## config.mk

```make
export PLATFORM = sky130hd
export DESIGN_NAME = slow_past_sampler
export DESIGN_NICKNAME = d
export VERILOG_FILES = /design/src/rtl/past_sampler_pkg.sv /design/src/rtl/tick_history.sv /design/src/rtl/align_select.sv /design/src/rtl/tick_depth_counter.sv /design/src/rtl/slow_past_sampler.sv
export SDC_FILE = /design/constraint.sdc
export NUM_CORES = 1
export LEC_CHECK = 0
export BUFFER_PORTS_ARGS = -buffer_cell sky130_fd_sc_hd__buf_2
export CAP_MARGIN = 25
export CELL_PAD_IN_SITES_DETAIL_PLACEMENT = 0
export CELL_PAD_IN_SITES_GLOBAL_PLACEMENT = 2
export CORE_MARGIN = 2
export CORE_UTILIZATION = 27
export DETAILED_ROUTE_END_ITERATION = 10
export PLACE_DENSITY_LB_ADDON = 0.05
export SYNTH_ARGS = -nofsm -noshare
export SYNTH_HDL_FRONTEND = slang
export SYNTH_HIERARCHICAL = 1
export SYNTH_SLANG_ARGS = --single-unit
```

## constraint.sdc

```tcl
create_clock -name clk -period 1 [get_ports clk]
set_input_delay 0.2 -clock clk [delete_from_list [all_inputs] [get_ports clk]]
set_output_delay 0.2 -clock clk [all_outputs]
set_load 0.1 [all_outputs]
```

## src/rtl/past_sampler_pkg.sv

```systemverilog
package past_sampler_pkg;
  localparam int DEPTH_W = 2;
  typedef logic [DEPTH_W-1:0] depth_t;
  localparam depth_t DEPTH_MAX = depth_t'((1 << DEPTH_W) - 1);
endpackage

```

## src/rtl/tick_history.sv

```systemverilog
module tick_history #(
  parameter int          DATA_W   = 8,
  parameter logic [DATA_W-1:0] INIT_VAL = '0
) (
  input  logic              clk,
  input  logic              rst,
  input  logic              tick_i,
  input  logic [DATA_W-1:0] data_i,
  output logic [DATA_W-1:0] recent_o,
  output logic [DATA_W-1:0] older_o
);
  logic [DATA_W-1:0] recent_q;
  logic [DATA_W-1:0] older_q;

  always_ff @(posedge clk) begin
    if (rst) begin
      recent_q <= INIT_VAL;
      older_q  <= INIT_VAL;
    end else if (tick_i) begin
      older_q  <= recent_q;
      recent_q <= data_i;
    end
  end

  assign recent_o = recent_q;
  assign older_o  = older_q;
endmodule

```

## src/rtl/align_select.sv

```systemverilog
module align_select #(
  parameter int DATA_W = 8
) (
  input  logic              tick_i,
  input  logic [DATA_W-1:0] recent_i,
  input  logic [DATA_W-1:0] older_i,
  output logic [DATA_W-1:0] past_o,
  output logic [DATA_W-1:0] prev_o
);
  always_comb begin
    past_o = recent_i;
    prev_o = tick_i ? recent_i : older_i;
  end
endmodule

```

## src/rtl/tick_depth_counter.sv

```systemverilog
module tick_depth_counter
  import past_sampler_pkg::*;
(
  input  logic   clk,
  input  logic   rst,
  input  logic   tick_i,
  output depth_t depth_o
);
  depth_t cnt_q;

  always_ff @(posedge clk) begin
    if (rst)
      cnt_q <= '0;
    else if (tick_i && cnt_q != DEPTH_MAX)
      cnt_q <= cnt_q + depth_t'(1);
  end

  assign depth_o = cnt_q;
endmodule

```

## src/rtl/slow_past_sampler.sv

```systemverilog
module slow_past_sampler
  import past_sampler_pkg::*;
#(
  parameter int                DATA_W   = 8,
  parameter logic [DATA_W-1:0] INIT_VAL = 8'h5A
) (
  input  logic              clk,
  input  logic              rst,
  input  logic [DATA_W-1:0] data_i,
  input  logic              tick_i,
  output logic [DATA_W-1:0] past_o,
  output logic [DATA_W-1:0] prev_o,
  output logic [DEPTH_W-1:0] depth_o
);
  logic [DATA_W-1:0] recent_w;
  logic [DATA_W-1:0] older_w;
  depth_t            depth_w;

  tick_history #(
    .DATA_W  (DATA_W),
    .INIT_VAL(INIT_VAL)
  ) u_hist (
    .clk     (clk),
    .rst     (rst),
    .tick_i  (tick_i),
    .data_i  (data_i),
    .recent_o(recent_w),
    .older_o (older_w)
  );

  align_select #(
    .DATA_W(DATA_W)
  ) u_sel (
    .tick_i  (tick_i),
    .recent_i(recent_w),
    .older_i (older_w),
    .past_o  (past_o),
    .prev_o  (prev_o)
  );

  tick_depth_counter u_cnt (
    .clk    (clk),
    .rst    (rst),
    .tick_i (tick_i),
    .depth_o(depth_w)
  );

  assign depth_o = depth_w;
endmodule

```

==> qor.csv <==
stage,metric,value,unit
logic_synthesis,syn-num-nets,91,
logic_synthesis,synth_cells,79,
placement,io_buffer_count,28,
global_route,grt_max_degree,15,
floorplanning,fp-row-count,21,
placement,gp_congestion,0.663,
cells_and_area,multiInputGateArea,454,um2
clock_tree,htreeDepth,1,
critical_path,crit_slowest_cell,dfxtp_2,
timing,period_share,1.28,
routing,num_vias,694,
clock_tree,clock_path_buffers,2,
floorplanning,fp.coreArea,3280,um2
critical_path,crit_fanout,2,
critical_path,start_kind,register,
global_route,grt_first_pass_wirelength,3.02,mm
routing,routed_wl,1.78,mm
outcome,failed_checks,setup timing,
pwr,swShare,0.370,
pwr,intPower,1.35,mW
clock_tree,cts_buffers,3,
logic_synthesis,seq_area_frac_synth,0.395,
floorplanning,io_pins,29,
critical_path,path_delay_family,flip-flops,
routing,drt_iter0_markers,14,
cells_and_area,register_area,380,um2
pwr,seqPwrFrac,0.371,
global_route,overflow,0,
cells_and_area,fin_area,1590,um2
pwr,irDropWorstVdd,0.000737,V
logic_synthesis,ys_warn_count,6,
routing,drc,0,
global_route,grt_usage,0.0998,
timing,final.setup.tns,-3.42,ns
outcome,status,"complete, but fails checks",
cells_and_area,area_growth,74.1,%
logic_synthesis,ys_seq_elements,18,
clock_tree,path_clk_slew,0.11,ns
timing,setup_ws,-0.276,ns
logic_synthesis,avgSynthCellArea,11.6,um2
logic_synthesis,yosysTopAreaCell,dfxtp_1,
timing,final_max_slew_viol_count,0,
routing,ant_nets,0,
clock_tree,cts-root-buf,clkbuf_4,
logic_synthesis,syn-cell-area,913,um2
floorplanning,die_area,3860,um2
clock_tree,clock-sinks,18,
timing,period_needed,1.28,ns
global_route,grt_pass1_vias,697,
timing,max_slew_margin,0.822,
timing,rsz0062_at_grt,true,
critical_path,cp-end-kind,output pin,
timing,tightest_slew,0.268,ns
timing,setup_violations,20,
worst_hold_path,hold_class,in -> reg,
pwr,power_frac_clock,0.180,
timing,hold_slack,0.106,ns
routing,dr.pass1.iters,3,
cells_and_area,layout-drive-gt1-share,0.685,
timing,skew,0.00181,ns
logic_synthesis,synth_top_area_frac,0.395,
critical_path,max_stage_delay,0.33,ns
placement,placed_area,1450,um2
timing,hold_viol,0,
placement,place_hpwl,1.26,mm
critical_path,critPathKind,reg -> out,
global_route,antenna_found_initial,0,
pwr,combPwrFrac,0.449,
floorplanning,die_h,62.2,um
floorplanning,dieWidth,62.2,um
cells_and_area,nFillCells,316,
critical_path,crit_buf_inv,1,
flow_run,max_cap_violations,0,
pwr,p_leak,0.732,nW
timing,max_freq,784,MHz
cells_and_area,antenna_cells,0,
routing,vias_per_cell,4.08,
cells_and_area,postLayoutCoreUtil,0.484,
critical_path,worstPathArrival,1.08,ns
pwr,p_per_area,1350,nW/um2
pwr,p_sw,794,uW
critical_path,cp_data_required_time,0.80,ns
clock_tree,cts_tree,built,
logic_synthesis,synth_top_cells_by_area,"dfxtp_1 39%, mux2_4 15%, mux2i_1 8.8%",
logic_synthesis,synth.distinct_cells,18,
cells_and_area,final_nets,137,
routing,wl_per_cell,10.5,um
floorplanning,start_util,0.278,
clock_tree,insertion_delay,0.29,ns
critical_path,worstPathCellList,mux2_4 > buf_12,
[per-stage QoR]
step / cells / setup slack (ns) / power, mW
finish: 170 / -0.276 / 2.15
global route: 170 / -0.339 / 2.27
detailed placement: 158 / -0.180 / 1.71
CTS: 168 / -0.300 / 2.18
floorplan: 79 / -0.161 / 1.40
global placement: 158 / -0.185 / 1.71
[logic make-up (layout without fill, tap and decap cells)]
kind of cell | Yosys count | after routing | synth area share
simple gates | 21 | 21 | 0.152
flops | 18 | 18 | 0.395
mux | 17 | 17 | 0.236
buf+inv | 13 | 58 | 0.122
compound gates | 9 | 9 | 0.0822
fa+ha+maj | 1 | 1 | 0.0137
[placed cells by master, fill, tap and decap left out, drive strengths merged]
cell type,netlist,routed
mux2i,8,8
nand2b,1,1
nand4bb,1,1
buf,12,54
mux2,9,9
nor2,9,9
clkbuf,1,4
dfxtp,18,18
o21ai,1,1
a211o,8,8
ha,1,1
and2b,5,5
nor2b,5,5
[synthesized netlist by cell type]
cell and number:
and2b_4 4, nand2b_1 1, nand4bb_1 1, mux2i_1 8
dfxtp_1 18, ha_1 1, buf_6 2, buf_12 1
mux2_4 9, buf_2 1, nor2b_1 4, a211o_1 8
clkbuf_1 1, buf_4 8, nor2b_4 1, and2b_2 1
o21ai_0 1, nor2_1 9
[flip-flops by register name, indices dropped and copies added (netlist names)]
| register | cells |
|---|---|
| u_hist/older_o | 8 |
| u_hist/recent_o | 8 |
| u_cnt/depth_o | 2 |
[timing repair]
item,4_1_cts,5_1_grt
hold endpoints to repair,0,0
gates resized for setup,19,4
pin swaps,1,1
endpoints found under the setup margin,19,20
hold buffers,0,0
buffers inserted,6,4
[path summary, 6_finish.rpt]
path / cells after the start / slack [ns] / from / end
worst max-delay path: 2 / -0.28 / u_hist/older_o[1] / prev_o[1]
worst min-delay path: 2 / 0.11 / data_i[6] / u_hist/recent_o[6]
worst max register to register: 4 / -0.13 / u_cnt/depth_o[0] / u_cnt/depth_o[0]
worst min register to register: 2 / 0.51 / u_hist/older_o[5] / u_hist/older_o[5]
[power groups by stage]
stage | combinational [mW] | sequential (mW) | clock [mW]
2_1_floorplan | 0.532 | 0.867 | 0
3_3_place_gp | 0.903 | 0.806 | 0
3_5_place_dp | 0.908 | 0.807 | 0
4_1_cts | 0.964 | 0.795 | 0.421
5_1_grt | 1.00 | 0.802 | 0.464
6_report | 0.965 | 0.796 | 0.387
[area by class of cell]
type / instances / share of cell area
clock buffers: 4 / 0.0165
multi-input cells: 48 / 0.286
flip-flops and latches: 18 / 0.239
well taps: 46 / 0.0362
repair buffers: 54 / 0.423
[worst reg2reg max path, stage by stage, from the launching register on]
cell and delay (ns):
dfxtp_4 0.36, buf_6 0.11, ha_4 0.15, nor2b_4 0.11
mux2_4 0.29
[layer usage]
layer	global-route usage	wire length, um	vias to the layer above
met5	0	0	-
met4	0.0583	20	0
met3	0.0272	75	2
met2	0.168	857	17
met1	0.113	824	321
li1	-	-	354
Note: power is estimated with default switching activity, not from simulation.
